## src/rtl/i2c_word_pkg.sv

```systemverilog
package i2c_word_pkg;

  localparam int BYTE_W = 8;
  localparam int WORD_W = 2 * BYTE_W;

  typedef enum logic [2:0] {
    ST_IDLE,
    ST_RX,
    ST_RX_ACK,
    ST_TX,
    ST_TX_ACK,
    ST_WAIT
  } state_t;

  typedef enum logic [2:0] {
    RL_DEV,
    RL_PTR_HI,
    RL_PTR_LO,
    RL_DAT_HI,
    RL_DAT_LO,
    RL_RD
  } role_t;

  typedef struct packed {
    logic scl_rise;
    logic scl_fall;
    logic start;
    logic stop;
  } bus_evt_t;

endpackage

```

## src/rtl/i2c_line_sync.sv

```systemverilog
module i2c_line_sync
  import i2c_word_pkg::*;
#(
  parameter int STAGES = 2
) (
  input  logic     clk,
  input  logic     rst_n,
  input  logic     scl_i,
  input  logic     sda_i,
  output bus_evt_t evt_o,
  output logic     sda_s_o
);

  logic [STAGES-1:0] scl_sh, sda_sh;
  logic              scl_q, sda_q;
  logic              scl_s, sda_s;

  assign scl_s = scl_sh[STAGES-1];
  assign sda_s = sda_sh[STAGES-1];

  always_ff @(posedge clk or negedge rst_n) begin
    if (!rst_n) begin
      scl_sh <= '1;
      sda_sh <= '1;
      scl_q  <= 1'b1;
      sda_q  <= 1'b1;
    end else begin
      scl_sh <= {scl_sh[STAGES-2:0], scl_i};
      sda_sh <= {sda_sh[STAGES-2:0], sda_i};
      scl_q  <= scl_s;
      sda_q  <= sda_s;
    end
  end

  always_comb begin
    evt_o.scl_rise = scl_s & ~scl_q;
    evt_o.scl_fall = ~scl_s & scl_q;
    evt_o.start    = scl_s & scl_q & sda_q & ~sda_s;
    evt_o.stop     = scl_s & scl_q & ~sda_q & sda_s;
  end

  assign sda_s_o = sda_s;

endmodule

```

## src/rtl/i2c_reg_ptr.sv

```systemverilog
module i2c_reg_ptr #(
  parameter int ADDR_W = 10
) (
  input  logic              clk,
  input  logic              rst_n,
  input  logic              ld_hi_i,
  input  logic              ld_lo_i,
  input  logic              inc_i,
  input  logic [7:0]        byte_i,
  output logic [ADDR_W-1:0] ptr_o
);

  localparam int HI_W = ADDR_W - 8;

  logic [HI_W-1:0]   hi_q, hi_n;
  logic [ADDR_W-1:0] ptr_q, ptr_n;

  always_comb begin
    hi_n  = hi_q;
    ptr_n = ptr_q;
    if (ld_hi_i) hi_n = byte_i[HI_W-1:0];
    if (ld_lo_i)      ptr_n = {hi_q, byte_i};
    else if (inc_i)   ptr_n = ptr_q + 1'b1;
  end

  always_ff @(posedge clk or negedge rst_n) begin
    if (!rst_n) begin
      hi_q  <= '0;
      ptr_q <= '0;
    end else begin
      hi_q  <= hi_n;
      ptr_q <= ptr_n;
    end
  end

  assign ptr_o = ptr_q;

endmodule

```

## src/rtl/i2c_word_ctrl.sv

```systemverilog
module i2c_word_ctrl
  import i2c_word_pkg::*;
#(
  parameter logic [6:0] DEV_ADDR = 7'h2C,
  parameter logic [6:0] DEV_MASK = 7'h7C
) (
  input  logic              clk,
  input  logic              rst_n,
  input  bus_evt_t          evt_i,
  input  logic              sda_s_i,
  input  logic [WORD_W-1:0] rdata_i,
  output logic              sda_oe_o,
  output logic              we_o,
  output logic              re_o,
  output logic [WORD_W-1:0] wdata_o,
  output logic              ptr_ld_hi_o,
  output logic              ptr_ld_lo_o,
  output logic              ptr_inc_o,
  output logic [BYTE_W-1:0] byte_o
);

  state_t             state_q, state_n;
  role_t              role_q, role_n;
  logic [3:0]         cnt_q, cnt_n;
  logic [BYTE_W-1:0]  sh_q, sh_n, hi_q, hi_n;
  logic [WORD_W-1:0]  wdata_q, wdata_n, txw_q;
  logic               oe_q, oe_n, we_q, we_n, re_q, re_n, re_d_q;
  logic               txl_q, txl_n, ack_q, ack_n;
  logic               ld_hi, ld_lo;

  logic [BYTE_W-1:0]  tx_byte;
  logic [2:0]         tx_idx;
  logic               dev_hit;

  assign tx_byte = txl_q ? txw_q[BYTE_W-1:0] : txw_q[WORD_W-1:BYTE_W];
  assign tx_idx  = 3'd6 - cnt_q[2:0];
  assign dev_hit = ((sh_q[7:1] ^ DEV_ADDR) & DEV_MASK) == 7'd0;

  always_comb begin
    state_n = state_q;
    role_n  = role_q;
    cnt_n   = cnt_q;
    sh_n    = sh_q;
    hi_n    = hi_q;
    wdata_n = wdata_q;
    oe_n    = oe_q;
    txl_n   = txl_q;
    ack_n   = ack_q;
    we_n    = 1'b0;
    re_n    = 1'b0;
    ld_hi   = 1'b0;
    ld_lo   = 1'b0;
    if (evt_i.stop) begin
      state_n = ST_IDLE;
      oe_n    = 1'b0;
    end else if (evt_i.start) begin
      state_n = ST_RX;
      role_n  = RL_DEV;
      cnt_n   = 4'd0;
      oe_n    = 1'b0;
      txl_n   = 1'b0;
    end else begin
      unique case (state_q)
        ST_RX: begin
          if (evt_i.scl_rise && cnt_q < 4'd8) begin
            sh_n  = {sh_q[6:0], sda_s_i};
            cnt_n = cnt_q + 4'd1;
          end else if (evt_i.scl_fall && cnt_q == 4'd8) begin
            cnt_n   = 4'd0;
            oe_n    = 1'b1;
            state_n = ST_RX_ACK;
            unique case (role_q)
              RL_DEV: begin
                if (!dev_hit) begin
                  oe_n    = 1'b0;
                  state_n = ST_WAIT;
                end else if (sh_q[0]) begin
                  re_n   = 1'b1;
                  role_n = RL_RD;
                  txl_n  = 1'b0;
                end else begin
                  role_n = RL_PTR_HI;
                end
              end
              RL_PTR_HI: begin
                ld_hi  = 1'b1;
                role_n = RL_PTR_LO;
              end
              RL_PTR_LO: begin
                ld_lo  = 1'b1;
                role_n = RL_DAT_HI;
              end
              RL_DAT_HI: begin
                hi_n   = sh_q;
                role_n = RL_DAT_LO;
              end
              default: begin
                we_n    = 1'b1;
                wdata_n = {hi_q, sh_q};
                role_n  = RL_DAT_HI;
              end
            endcase
          end
        end
        ST_RX_ACK: begin
          if (evt_i.scl_fall) begin
            cnt_n = 4'd0;
            if (role_q == RL_RD) begin
              state_n = ST_TX;
              oe_n    = ~txw_q[WORD_W-1];
            end else begin
              state_n = ST_RX;
              oe_n    = 1'b0;
            end
          end
        end
        ST_TX: begin
          if (evt_i.scl_fall) begin
            if (cnt_q == 4'd7) begin
              state_n = ST_TX_ACK;
              oe_n    = 1'b0;
              cnt_n   = 4'd0;
            end else begin
              oe_n  = ~tx_byte[tx_idx];
              cnt_n = cnt_q + 4'd1;
            end
          end
        end
        ST_TX_ACK: begin
          if (evt_i.scl_rise) begin
            ack_n = ~sda_s_i;
            re_n  = ~sda_s_i & txl_q;
          end else if (evt_i.scl_fall) begin
            if (!ack_q) begin
              state_n = ST_WAIT;
            end else begin
              state_n = ST_TX;
              txl_n   = ~txl_q;
              oe_n    = txl_q ? ~txw_q[WORD_W-1] : ~txw_q[BYTE_W-1];
            end
          end
        end
        default: ;
      endcase
    end
  end

  always_ff @(posedge clk or negedge rst_n) begin
    if (!rst_n) begin
      state_q <= ST_IDLE;
      role_q  <= RL_DEV;
      cnt_q   <= '0;
      sh_q    <= '0;
      hi_q    <= '0;
      wdata_q <= '0;
      oe_q    <= 1'b0;
      we_q    <= 1'b0;
      re_q    <= 1'b0;
      re_d_q  <= 1'b0;
      txl_q   <= 1'b0;
      ack_q   <= 1'b0;
    end else begin
      state_q <= state_n;
      role_q  <= role_n;
      cnt_q   <= cnt_n;
      sh_q    <= sh_n;
      hi_q    <= hi_n;
      wdata_q <= wdata_n;
      oe_q    <= oe_n;
      we_q    <= we_n;
      re_q    <= re_n;
      re_d_q  <= re_q;
      txl_q   <= txl_n;
      ack_q   <= ack_n;
    end
  end

  always_ff @(posedge clk or negedge rst_n) begin
    if (!rst_n)      txw_q <= '0;
    else if (re_d_q) txw_q <= rdata_i;
  end

  assign sda_oe_o    = oe_q;
  assign we_o        = we_q;
  assign re_o        = re_q;
  assign wdata_o     = wdata_q;
  assign ptr_ld_hi_o = ld_hi;
  assign ptr_ld_lo_o = ld_lo;
  assign ptr_inc_o   = we_q | re_d_q;
  assign byte_o      = sh_q;

endmodule

```

## src/rtl/i2c_word_target.sv

```systemverilog
module i2c_word_target
  import i2c_word_pkg::*;
#(
  parameter int         ADDR_W      = 10,
  parameter logic [6:0] DEV_ADDR    = 7'h2C,
  parameter logic [6:0] DEV_MASK    = 7'h7C,
  parameter int         SYNC_STAGES = 2
) (
  input  logic              clk,
  input  logic              rst_n,
  input  logic              scl_i,
  input  logic              sda_i,
  output logic              sda_oe_o,
  output logic [ADDR_W-1:0] reg_addr_o,
  output logic [WORD_W-1:0] reg_wdata_o,
  output logic              reg_we_o,
  output logic              reg_re_o,
  input  logic [WORD_W-1:0] reg_rdata_i
);

  logic [1:0]        rst_sh;
  logic              core_rst_n;
  bus_evt_t          evt;
  logic              sda_s;
  logic              ld_hi, ld_lo, inc;
  logic [BYTE_W-1:0] rx_byte;

  always_ff @(posedge clk or negedge rst_n) begin
    if (!rst_n) rst_sh <= 2'b00;
    else        rst_sh <= {rst_sh[0], 1'b1};
  end
  assign core_rst_n = rst_sh[1];

  i2c_line_sync #(.STAGES(SYNC_STAGES)) u_sync (
    .clk    (clk),
    .rst_n  (core_rst_n),
    .scl_i  (scl_i),
    .sda_i  (sda_i),
    .evt_o  (evt),
    .sda_s_o(sda_s)
  );

  i2c_word_ctrl #(.DEV_ADDR(DEV_ADDR), .DEV_MASK(DEV_MASK)) u_ctrl (
    .clk        (clk),
    .rst_n      (core_rst_n),
    .evt_i      (evt),
    .sda_s_i    (sda_s),
    .rdata_i    (reg_rdata_i),
    .sda_oe_o   (sda_oe_o),
    .we_o       (reg_we_o),
    .re_o       (reg_re_o),
    .wdata_o    (reg_wdata_o),
    .ptr_ld_hi_o(ld_hi),
    .ptr_ld_lo_o(ld_lo),
    .ptr_inc_o  (inc),
    .byte_o     (rx_byte)
  );

  i2c_reg_ptr #(.ADDR_W(ADDR_W)) u_ptr (
    .clk    (clk),
    .rst_n  (core_rst_n),
    .ld_hi_i(ld_hi),
    .ld_lo_i(ld_lo),
    .inc_i  (inc),
    .byte_i (rx_byte),
    .ptr_o  (reg_addr_o)
  );

endmodule

```

## config.mk

```make
export PLATFORM = sky130hd
export DESIGN_NAME = i2c_word_target
export DESIGN_NICKNAME = d
export VERILOG_FILES = /design/src/rtl/i2c_word_pkg.sv /design/src/rtl/i2c_line_sync.sv /design/src/rtl/i2c_reg_ptr.sv /design/src/rtl/i2c_word_ctrl.sv /design/src/rtl/i2c_word_target.sv
export SDC_FILE = /design/constraint.sdc
export NUM_CORES = 1
export LEC_CHECK = 0
export CAP_MARGIN = 5
export CELL_PAD_IN_SITES_DETAIL_PLACEMENT = 1
export CELL_PAD_IN_SITES_GLOBAL_PLACEMENT = 1
export CORE_MARGIN = 5
export CORE_UTILIZATION = 40
export CTS_CLUSTER_SIZE = 10
export DETAILED_ROUTE_END_ITERATION = 6
export HOLD_SLACK_MARGIN = 0.08
export PLACE_DENSITY = 0.8
export SLEW_MARGIN = 5
export SYNTH_ARGS = -nofsm -noshare
export SYNTH_HDL_FRONTEND = slang
export SYNTH_SLANG_ARGS = --single-unit
```

## constraint.sdc

```tcl
create_clock -name clk -period 2.48 [get_ports clk]
set_input_delay 0.744 -clock clk [delete_from_list [all_inputs] [get_ports clk]]
set_output_delay 0.744 -clock clk [all_outputs]
set_load 0.05 [all_outputs]
```

# ---- Word-level counts from Yosys, hierarchy flattened
# Cells that the tools add are included.
dict set report totals {
  romBits 0
  mem_count 0
  input_bits 20
  reg_bits 84
  latch_bits 0
  out_inout_bits 29
  mem_bits_rw 0
  wordCells 183
}
dict set report classes {
  eq_ne 31
  n_reduce_logical 20
  n_lt_le_gt_ge 2
  add_sub_neg 3
  div_mod_pow 0
  multipliers 0
  bitwise_logic 22
  mux 85
  n_shift 0
}
# cell count
set ops {}
lappend ops {{$mux W3} 18}
lappend ops {{$mux W1} 50}
lappend ops {{$ne A3 B2 Y1 const B} 9}
lappend ops {{$mux W4} 6}
lappend ops {{$ne A4 B3 Y1 const B} 6}
lappend ops {{$mux W10} 2}
lappend ops {{$reduce_and A8 Y1} 2}
lappend ops {{$eq A3 B2 Y1 const B} 4}
lappend ops {{$not A1 Y1} 12}
lappend ops {{$pmux W3 S4} 1}
lappend ops {{$pmux W4 S3} 1}
lappend ops {{$reduce_and A6 Y1} 2}
lappend ops {{$add A10 B1 Y10 const B} 1}
lappend ops {{$reduce_and A10 Y1} 1}
lappend ops {{$reduce_and A5 Y1} 2}
lappend ops {{$pmux W3 S3} 1}
lappend ops {{$and A1 B1 Y1} 8}
lappend ops {{$mux W8} 1}
lappend ops {{$ne A4 B4 Y1 const B} 2}
lappend ops {{$reduce_and A4 Y1} 2}
lappend ops {{$logic_not A7 Y1} 1}
lappend ops {{$eq A3 B1 Y1 const B} 2}
lappend ops {{$eq A3 B3 Y1 const B} 2}
lappend ops {{$ne A3 B3 Y1 const B} 2}
lappend ops {{21 further kinds} 25}

# ---- Depth between registers and ports, before layout
# Gate-level depths: netlist of the first run.
dict set report logic_depth {
  depth_word 9
  depth_mapped 8
  mapped_depth_nobuf 7
}

# ---- Cells and area by module
# From an unflattened synthesis of the first run, not the netlist that was laid out.
dict set report hier_totals {
  cells_unflattened 329
  hier_area_um2 3981.3
}
# module area_per_inst_um2 instances seq_area_each_um2 cells_per_inst
set by_module_without_submodules {}
lappend by_module_without_submodules {i2c_word_ctrl 3098.0 1 1601.5 251}
lappend by_module_without_submodules {i2c_reg_ptr 639.4 1 300.3 65}
lappend by_module_without_submodules {i2c_line_sync 190.2 1 157.7 10}
lappend by_module_without_submodules {i2c_word_target 53.8 1 50.0 3}

# ---- Worst setup path after synthesis of the first run
# Ideal clock, no wire load.
dict set report synth_path {
  path_kind {register to register}
  startpoint {register u_ptr.ptr_q[2] (netlist: u_ptr.ptr_o[2])}
  endpoint {register u_ptr.ptr_q[9] (netlist: u_ptr.ptr_o[9])}
  stages_incl_launch_ff 6
  path_buffers 0
  required_ns 2.397
  setup_time_ns 0.083
  period_less_slack_ns 1.958
  arrival_ns 1.876
  slack_ns 0.522
  cell_sequence {dfrtp_1 > and4_1 > nand3_1 > or4b_1 > xor2_1 > o21ai_0}
}
dict set report synth_between {
  elab_chain_len 3
}
# item line
set synth_lines {}
lappend synth_lines {{start: declaration} i2c_reg_ptr.sv:16} ;# logic [ADDR_W-1:0] ptr_q, ptr_n;
lappend synth_lines {{start signal: assignment} i2c_reg_ptr.sv:32} ;# ptr_q <= ptr_n;
lappend synth_lines {{$add A10 B1 Y10} i2c_reg_ptr.sv:23} ;# else if (inc_i) ptr_n = ptr_q + 1'b1;
lappend synth_lines {{$mux W10} i2c_reg_ptr.sv:23}
lappend synth_lines {{$mux W10} i2c_reg_ptr.sv:22} ;# if (ld_lo_i) ptr_n = {hi_q, byte_i};
# No other way between the ends. The select of a mux whose other input is x is not followed.
# A chain may end at the register's enable or synchronous reset.

# ---- Final worst setup path of the first run
dict set report layout_path {
  startpoint {register u_ptr.ptr_q[2] (netlist: u_ptr.ptr_o[2])}
  endpoint {output port reg_addr_o[2]}
}
# item line
set layout_lines {}
lappend layout_lines {{end: declaration} i2c_word_target.sv:14} ;# output logic [ADDR_W-1:0] reg_addr_o,
# No word-level cell between the ends.

==> impl_metrics.py, run 1 <==
metrics = {
    "hold_path": {
        "min_path_type": "flip-flop to asynchronous set/reset pin",
    },
    "power": {
        "powerDensity_mw_per_mm2": 593,
        "p_total_uw": 2820,
        "p_leak_uw": 0.00213,
        "irDropWorstVdd_uv": 312,
    },
    "final_layout": {
        "final_nets": 399,
        "drive_gt1_frac": 0.247,
        "diodes": 0,
        "layout_common_cells": "dfrtp_1 (77), mux2_2 (52), clkdlybuf4s50_1 (48), nand2_1 (29), o21ai_0 (18)",
        "final_common_cell": "dfrtp_1",
        "stdcell_count": 514,
        "post-route-util": 0.494,
        "areaGrowthSynthToFinish_pct": 22.0,
    },
    "worst_setup_path": {
        "cp_max_fo": 6,
        "worst_path_max_delay_cell": "clkdlybuf4s50_1",
        "path_cells": "clkdlybuf4s50_1",
        "crit_type": "flip-flop to output pin",
        "ff2ff_setup_slack_ns": 0.27,
        "cp_slowest_stage_delay_ns": 0.84,
        "critPathCaptureType": "output pin",
        "start_kind": "flip-flop",
        "crit_family": "buffers and inverters",
        "worstPathArrival_ns": 1.65,
        "required_ns": 1.74,
        "path_buf_inv": 1,
    },
    "timing": {
        "finalCritPeriodShare": 0.966,
        "slew_headroom": 0.594,
        "hold_viol": 0,
        "skew_ns": 0.00905,
        "max_freq_mhz": 417,
        "max_slew.worst_pin.slew_ns": 0.609,
        "drv_slew": 0,
        "min_period_ns": 2.40,
        "setup_viol": 0,
        "finalSetupTns_ns": 0,
        "rsz0062_at_grt": "false",
    },
    "drt": {
        "wire_per_inst_um": 17.4,
        "first_iter_violations": 95,
        "via_per_inst": 5.31,
        "m1WireLength_um": 4060,
        "first_pass_iters": 4,
        "postRouteAntennaNets": 0,
        "drc": 0,
        "wl_met2_um": 4410,
        "dr_wl_met3_um": 354,
        "vias": 2729,
        "drt_wl_total_um": 8940,
        "dr.max_layer_used": "met4",
    },
    "global_route": {
        "grt_pass1_vias": 2916,
        "grt_max_degree": 47,
        "grt_pass1_wl_um": 15000,
        "gr-total-overflow": 0,
        "track_usage": 0.164,
        "antenna_found_initial": 0,
    },
    "clock_tree": {
        "clock-sinks": 84,
        "htreeDepth": 3,
        "clock-root-buffer": "clkbuf_8",
        "cts_setup_buffers": 0,
        "clk_transition_reported_paths_ns": 0.09,
        "cts_tree": "yes",
        "post_cts_resized": 0,
        "clock_path_buffers": 2,
        "hold_buffers": 0,
        "cts_made_buffers": 9,
        "insertion_delay_ns": 0.36,
    },
    "die": {
        "rows": 36,
        "core_area_mm2": 0.00964,
        "initial_utilization": 0.404,
        "die_area_mm2": 0.0118,
        "pin_count": 49,
        "die_h_um": 109,
        "die_x_um": 109,
    },
    "placement": {
        "dp_hpwl_um": 6540,
        "dp_cells": 498,
        "gp_congestion": 0.850,
        "io_buffer_count": 48,
    },
    "synthesis": {
        "synth.area.top_cells": "dfrtp_1 (50%), mux2_2 (15%), dfstp_2 (4.0%), nand2_1 (2.8%), o21ai_0 (2.3%)",
        "seq_area_frac_synth": 0.541,
        "synthCells": 321,
        "synth.cell_area_mm2": 0.00390,
        "yosysTopAreaCellShare": 0.501,
        "synthArstFlopShare": 1.00,
        "synth.avg_cell_area_um2": 12.1,
        "synth-edff-count": 0,
        "ys_warn_count": 0,
        "synth.distinct_cells": 58,
        "ys_ff_latch": 84,
        "syn_nets": 344,
        "synthFlopType": "dfrtp_1",
        "synth.largest_area_cell": "dfrtp_1",
    },
    "run": {
        "maxCapViolCount": 0,
    },
    "outcome": {
        "status": "finished, final reports clean",
    },
}
[layout make-up]
type | instances | area, um2
sequential | 84 | 2110
clock buffer | 11 | 131
tap | 133 | 166
inverter | 9 | 33.8
timing repair buffer | 56 | 553
multi-input combinational | 216 | 1700
fill | 1051 | 4880
clock inverter | 5 | 60.1
[metal layers]
layer / track usage / vias up
met5: 0 / -
met4: 0.0487 / 0
met3: 0.0343 / 9
met2: 0.270 / 53
met1: 0.219 / 1409
li1: - / 1258
[logic make-up (layout without fill, tap and decap cells)]
| logic type | count (synthesis) | after routing | share of synthesized area |
|---|---|---|---|
| other cells | 1 | 1 | 0.000962 |
| compound gates | 52 | 52 | 0.0950 |
| xor+xnor | 11 | 11 | 0.0247 |
| buf+inv | 21 | 81 | 0.0247 |
| simple gates | 90 | 90 | 0.126 |
| flops | 84 | 84 | 0.541 |
| mux | 59 | 59 | 0.178 |
| fa+ha+maj | 3 | 3 | 0.00963 |
[through the flow]
| stage | cell area [um2] | worst slack (ns) | hold WS, ns |
|---|---|---|---|
| floorplan | 3900 | 0.522 | 0.331 |
| global placement | 4570 | 0.370 | 0.339 |
| detailed placement | 4570 | 0.277 | 0.341 |
| CTS | 4760 | 0.0541 | 0.359 |
| global route | 4760 | 0.0160 | 0.362 |
| finish | 4760 | 0.0847 | 0.356 |
[power breakdown]
part           switching [uW]  internal [uW]  leakage (uW)
clock                     505            470     0.0000939
sequential                151           1440       0.00114
combinational             117            138      0.000897
total                     772           2050       0.00213
[flip-flops by register name, indices dropped and copies added, names as in the netlist]
register / flops
u_ctrl.txl_q: 1
u_ctrl.byte_o: 8
u_ctrl.state_q: 3
u_ctrl.ack_q: 1
u_ptr.hi_q: 2
u_ptr.ptr_o: 10
u_sync.scl_q: 1
rst_sh: 2
u_sync.scl_sh: 2
u_ctrl.cnt_q: 4
u_ctrl.txw_q: 16
u_ctrl.re_o: 1
u_ctrl.re_d_q: 1
u_ctrl.role_q: 3
u_sync.sda_sh: 2
u_ctrl.wdata_o: 16
u_ctrl.we_o: 1
u_ctrl.hi_q: 8
u_sync.sda_q: 1
u_ctrl.sda_oe_o: 1
[synthesized netlist by cell type, types with 5 or more instances]
cell / n
dfrtp_1: 78
mux2_2: 52
nand2_1: 29
o21ai_0: 18
nor2_1: 16
nand3_1: 10
a21oi_1: 9
inv_1: 9
nor2b_1: 7
dfstp_2: 6
xor2_1: 6
buf_2: 5
xnor2_1: 5
[final timing paths]
kind,startpoint,endpoint,cells after the start
worst max-delay path,u_ptr.ptr_o[2]$_DFFE_PN0P_,reg_addr_o[2],1
worst min-delay path,rst_sh[1]$_DFF_PN0_,u_ctrl.wdata_o[6]$_DFFE_PN0P_,0
worst max register to register,u_sync.scl_q$_DFF_PN1_,u_ctrl.hi_q[3]$_DFFE_PN0P_,4
worst min register to register,rst_sh[1]$_DFF_PN0_,u_ctrl.wdata_o[6]$_DFFE_PN0P_,0
min in group clk,u_sync.scl_sh[0]$_DFF_PN1_,u_sync.scl_sh[1]$_DFF_PN1_,0
max in group asynchronous,rst_sh[1]$_DFF_PN0_,u_ctrl.we_o$_DFF_PN0_,1
Power figures use the tool's default switching activity.
==> run 2: changes to the inputs <==
--- a/config.mk
+++ b/config.mk
@@ -13,7 +13,7 @@
 export CTS_CLUSTER_SIZE = 10
 export DETAILED_ROUTE_END_ITERATION = 6
 export HOLD_SLACK_MARGIN = 0.08
-export PLACE_DENSITY = 0.8
+export PLACE_DENSITY_LB_ADDON = 0.1
 export SLEW_MARGIN = 5
 export SYNTH_ARGS = -nofsm -noshare
 export SYNTH_HDL_FRONTEND = slang
==> impl_metrics.py, run 2 (same netlist as run 1, synthesis figures left out) <==
metrics = {
    "timing": {
        "drv_slew": 0,
        "finalCritPeriodShare": 0.958,
        "hold_viol": 0,
        "min_period_ns": 2.38,
        "rsz0062_at_grt": "false",
        "slew_headroom": 0.601,
        "setup_viol": 0,
        "finalSetupTns_ns": 0,
        "skew_ns": 0.00520,
        "max_slew.worst_pin.slew_ns": 0.598,
        "max_freq_mhz": 421,
    },
    "final_layout": {
        "diodes": 0,
        "post-route-util": 0.498,
        "final_common_cell": "dfrtp_1",
        "areaGrowthSynthToFinish_pct": 23.0,
        "drive_gt1_frac": 0.251,
        "multi_input_area_mm2": 0.00170,
        "layout_common_cells": "dfrtp_1 (77), mux2_2 (52), clkdlybuf4s50_1 (48), nand2_1 (29), o21ai_0 (18)",
        "final_nets": 401,
        "n_fill_cell": 1015,
        "register_area_mm2": 0.00211,
    },
    "global_route": {
        "antenna_found_initial": 0,
        "grt_max_degree": 46,
        "grt_pass1_vias": 2915,
        "track_usage": 0.163,
        "grt_pass1_wl_um": 14900,
        "gr-total-overflow": 0,
    },
    "placement": {
        "io_buffer_count": 48,
        "gp_congestion": 0.816,
        "dp_hpwl_um": 6270,
    },
    "clock_tree": {
        "htreeDepth": 3,
        "clock-sinks": 84,
        "post_cts_resized": 0,
        "cts_tree": "yes",
        "clk_transition_reported_paths_ns": 0.08,
        "cts_setup_buffers": 0,
        "insertion_delay_ns": 0.35,
        "clock_path_buffers": 2,
        "clock-root-buffer": "clkbuf_8",
        "hold_buffers": 0,
        "cts_made_buffers": 9,
    },
    "power": {
        "internal_power_uw": 2180,
        "powerDensity_mw_per_mm2": 611,
        "irDropWorstVdd_uv": 332,
        "seq_power_share": 0.541,
        "p_sw_frac": 0.257,
        "switching_power_uw": 753,
        "combPwrFrac": 0.091,
        "clkPwrFrac": 0.368,
        "p_leak_uw": 0.00215,
    },
    "worst_setup_path": {
        "worstPathArrival_ns": 1.63,
        "worst_path_max_delay_cell": "clkdlybuf4s50_1",
        "start_kind": "flip-flop",
        "cp_max_fo": 6,
        "critPathCaptureType": "output pin",
        "path_cells": "clkdlybuf4s50_1",
        "required_ns": 1.74,
        "crit_type": "flip-flop to output pin",
        "path_buf_inv": 1,
        "cp_slowest_stage_delay_ns": 0.84,
        "crit_family": "buffers and inverters",
    },
    "die": {
        "die_h_um": 109,
        "die_x_um": 109,
        "initial_utilization": 0.404,
        "core_area_mm2": 0.00964,
        "rows": 36,
        "pin_count": 49,
        "die_area_mm2": 0.0118,
    },
    "hold_path": {
        "min_path_type": "flip-flop to asynchronous set/reset pin",
    },
    "outcome": {
        "status": "finished, final reports clean",
    },
    "drt": {
        "wire_per_inst_um": 16.7,
        "first_iter_violations": 90,
        "postRouteAntennaNets": 0,
        "drt_wl_total_um": 8600,
        "drc": 0,
        "via_per_inst": 5.18,
        "first_pass_iters": 4,
        "vias": 2666,
    },
    "run": {
        "maxCapViolCount": 0,
    },
}
-- run 2: through the flow --
| step | total power (uW) | setup WS (ns) | hold WS [ns] | std cells | instance area (um2) |
|---|---|---|---|---|---|
| after floorplan | 1740 | 0.522 | 0.331 | 321 | 3900 |
| after global placement | 1880 | 0.418 | 0.343 | 500 | 4580 |
| after detailed placement | 1880 | 0.355 | 0.336 | 500 | 4580 |
| after CTS | 2970 | 0.0810 | 0.361 | 515 | 4800 |
| after global routing | 3070 | 0.0351 | 0.367 | 515 | 4800 |
| final | 2930 | 0.103 | 0.346 | 515 | 4800 |
-- run 2: area by class of cell --
class                           instances  share of cell area
Multi-Input combinational cell        216               0.354
Clock inverter                          4              0.0154
Timing Repair Buffer                   58               0.118
Inverter                                9             0.00704
Tap cell                              133              0.0347
Sequential cell                        84               0.441
Clock buffer                           11              0.0295
-- run 2: per-layer routing --
metal | vias up | global-route usage | wire [um]
li1 | 1255 | - | -
met1 | 1351 | 0.234 | 4350
met2 | 48 | 0.243 | 3870
met3 | 12 | 0.0290 | 248
met4 | 0 | 0.0721 | 138
met5 | - | 0 | 0
-- run 2: worst paths after layout --
path,from,endpoint,slack (ns),depth (start not counted)
worst max-delay path,u_ptr.ptr_o[2]$_DFFE_PN0P_,reg_addr_o[2],0.10,1
worst min-delay path,rst_sh[1]$_DFF_PN0_,u_ctrl.wdata_o[13]$_DFFE_PN0P_,0.35,0
worst max register to register,u_sync.scl_q$_DFF_PN1_,u_ctrl.hi_q[5]$_DFFE_PN0P_,0.35,4
worst min register to register,rst_sh[1]$_DFF_PN0_,u_ctrl.wdata_o[13]$_DFFE_PN0P_,0.35,0
max in group asynchronous,rst_sh[1]$_DFF_PN0_,u_sync.scl_q$_DFF_PN1_,1.46,1
min in group clk,u_sync.sda_sh[0]$_DFF_PN1_,u_sync.sda_sh[1]$_DFF_PN1_,0.36,0
-- run 2: power by group through the flow --
stage | Sequential (uW) | Clock [uW] | Combinational [uW]
detailed placement | 1620 | 0 | 269
finish | 1590 | 1080 | 266
CTS | 1590 | 1110 | 272
floorplan | 1550 | 0 | 184
global route | 1610 | 1170 | 298
global placement | 1610 | 0 | 262
==> run 3: changes to the inputs <==
--- a/config.mk
+++ b/config.mk
@@ -5,15 +5,18 @@
 export SDC_FILE = /design/constraint.sdc
 export NUM_CORES = 1
 export LEC_CHECK = 0
+export ABC_AREA = 1
+export ABC_CLOCK_PERIOD_IN_PS = 2480
 export CAP_MARGIN = 5
 export CELL_PAD_IN_SITES_DETAIL_PLACEMENT = 1
 export CELL_PAD_IN_SITES_GLOBAL_PLACEMENT = 1
 export CORE_MARGIN = 5
-export CORE_UTILIZATION = 40
+export CORE_UTILIZATION = 38
 export CTS_CLUSTER_SIZE = 10
 export DETAILED_ROUTE_END_ITERATION = 6
 export HOLD_SLACK_MARGIN = 0.08
 export PLACE_DENSITY_LB_ADDON = 0.1
+export REMOVE_ABC_BUFFERS = 1
 export SLEW_MARGIN = 5
 export SYNTH_ARGS = -nofsm -noshare
 export SYNTH_HDL_FRONTEND = slang
==> impl_metrics.py, run 3 <==
metrics = {
    "timing": {
        "setup_viol": 0,
        "max_freq_mhz": 423,
        "hold_viol": 0,
        "drv_slew": 0,
        "rsz0062_at_grt": "false",
        "min_period_ns": 2.36,
        "post-route-worst-setup-slack_ns": 0.115,
        "whs_ns": 0.357,
        "slew_headroom": 0.565,
        "finalCritPeriodShare": 0.953,
        "skew_ns": 0.00885,
        "max_slew.worst_pin.slew_ns": 0.653,
    },
    "global_route": {
        "grt_max_degree": 49,
        "gr-total-overflow": 0,
        "grt_pass1_wl_um": 16800,
        "track_usage": 0.162,
        "antenna_found_initial": 0,
        "grt_pass1_vias": 3536,
    },
    "synthesis": {
        "seq_area_frac_synth": 0.527,
        "synth.area.top_cells": "dfrtp_1 (49%), nand2_1 (13%), o21ai_0 (5.7%), inv_1 (5.4%), nand3_1 (4.2%)",
        "ys_ff_latch": 84,
        "synth.most_common_cell": "nand2_1",
        "synth.largest_area_cell": "dfrtp_1",
        "synthCells": 472,
        "yosysTopAreaCellShare": 0.487,
        "synth-edff-count": 0,
        "synthArstFlopShare": 1.00,
        "ys_warn_count": 0,
        "synth.top_cells.by_count": "nand2_1 (141), dfrtp_1 (78), inv_1 (58)",
        "synth.distinct_cells": 40,
        "synth.avg_cell_area_um2": 8.49,
        "synth.cell_area_mm2": 0.00401,
        "synthFlopType": "dfrtp_1",
    },
    "worst_setup_path": {
        "worst_path_max_delay_cell": "clkdlybuf4s50_1",
        "reg2reg_depth": 11,
        "worstPathArrival_ns": 1.62,
        "crit_type": "flip-flop to output pin",
        "cp_slowest_stage_delay_ns": 0.83,
        "critPathCaptureType": "output pin",
        "startpoint": "u_ptr.ptr_o[7]$_DFFE_PN0P_",
        "start_kind": "flip-flop",
        "path_cells": "clkdlybuf4s50_1",
        "path_buf_inv": 1,
        "required_ns": 1.74,
        "r2r_start": "u_ctrl.cnt_q[0]$_DFFE_PN0P_",
        "cp.depth": 1,
        "cp_max_fo": 5,
        "crit_family": "buffers and inverters",
    },
    "power": {
        "powerDensity_mw_per_mm2": 795,
        "irDropWorstVdd_uv": 373,
        "p_leak_uw": 0.00229,
    },
    "placement": {
        "pre_cts_slack_ns": 0.505,
        "gp_congestion": 0.876,
        "dp_hpwl_um": 7100,
        "place_area_mm2": 0.00464,
        "io_buffer_count": 48,
        "dp_cells": 651,
    },
    "final_layout": {
        "multi_input_area_mm2": 0.00159,
        "diodes": 0,
        "fin_area_mm2": 0.00483,
        "areaGrowthSynthToFinish_pct": 20.5,
        "final_common_cell": "nand2_1",
        "drive_gt1_frac": 0.0979,
        "register_area_mm2": 0.00211,
        "layout_common_cells": "nand2_1 (141), dfrtp_1 (77), inv_1 (58), clkdlybuf4s50_1 (48), o21ai_0 (46)",
        "final_nets": 549,
        "stdcell_count": 667,
        "post-route-util": 0.468,
        "n_fill_cell": 1254,
    },
    "die": {
        "rows": 37,
        "die_h_um": 113,
        "pin_count": 49,
        "core_area_mm2": 0.0103,
        "die_x_um": 113,
        "initial_utilization": 0.388,
        "die_area_mm2": 0.0127,
    },
    "clock_tree": {
        "cts_tree": "yes",
        "clk_transition_reported_paths_ns": 0.08,
        "clock-root-buffer": "clkbuf_8",
        "post_cts_resized": 0,
        "hold_buffers": 0,
        "htreeDepth": 3,
        "insertion_delay_ns": 0.36,
        "cts_made_buffers": 9,
        "clock_path_buffers": 2,
        "cts_setup_buffers": 0,
        "clock-sinks": 84,
    },
    "drt": {
        "via_per_inst": 4.90,
        "first_pass_iters": 4,
        "wire_per_inst_um": 14.2,
        "first_iter_violations": 122,
        "drc": 0,
        "drt_wl_total_um": 9500,
        "vias": 3265,
        "postRouteAntennaNets": 0,
    },
    "outcome": {
        "status": "finished, final reports clean",
    },
    "run": {
        "maxCapViolCount": 0,
    },
    "hold_path": {
        "min_path_type": "flip-flop to asynchronous set/reset pin",
    },
}
-- run 3: changes by cell type after synthesis, moves of 7 or more --
cell,previous run,this run
mux2_2,52,0
nor3_1,1,9
o21ai_0,18,46
nand2_1,29,141
inv_1,9,58
nand3_1,10,34
nor2b_1,7,0
o21ai_2,0,8
-- run 3: path summary, 6_finish.rpt --
path / end / slack, ns
min: u_ctrl.wdata_o[5]$_DFFE_PN0P_ / 0.36
max: reg_addr_o[7] / 0.12
max reg2reg: u_ptr.ptr_o[0]$_DFFE_PN0P_ / 0.57
min in group clk: u_sync.sda_sh[1]$_DFF_PN1_ / 0.36
max in group asynchronous: u_ptr.ptr_o[8]$_DFFE_PN0P_ / 1.51
min reg2reg: u_ctrl.wdata_o[5]$_DFFE_PN0P_ / 0.36
-- run 3: cell type report --
class / count / area share
Sequential cell: 84 / 0.438
Multi-Input combinational cell: 315 / 0.330
Timing Repair Buffer: 52 / 0.108
Inverter: 64 / 0.0508
Tap cell: 136 / 0.0352
Clock buffer: 11 / 0.0272
Clock inverter: 5 / 0.0109
-- run 3: cell families (layout without fill, tap and decap cells) --
| logic type | Yosys count | in the layout | share of synthesized area |
|---|---|---|---|
| flip-flops | 84 | 84 | 0.527 |
| AND/OR/NAND/NOR | 224 | 224 | 0.257 |
| XOR/XNOR | 5 | 5 | 0.0109 |
| adder cells (fa/ha/maj) | 3 | 3 | 0.00937 |
| AO/OA/AOI/OAI | 82 | 82 | 0.119 |
| other | 1 | 1 | 0.000936 |
| buffers and inverters | 73 | 132 | 0.0759 |
-- run 3: power by group --
group	internal (uW)	switching [uW]	leakage, uW	total, uW
logic	387	770	0.00114	1160
registers	1560	177	0.00106	1730
clock network	461	485	0.0000931	946
-- run 3: per-stage QoR --
| step | TNS [ns] | power [uW] |
|---|---|---|
| 5_1_grt | 0 | 4140 |
| 2_1_floorplan | -1.70 | 2560 |
| 3_3_place_gp | 0 | 2900 |
| 3_5_place_dp | 0 | 2930 |
| 4_1_cts | 0 | 3900 |
| 6_report | 0 | 3840 |
-- run 3: routing by layer --
layer	routed length (um)	vias up	GRT usage
li1	-	1622	-
met1	4270	1594	0.197
met2	4760	36	0.290
met3	307	13	0.0248
met4	161	0	0.0577
met5	0	-	0
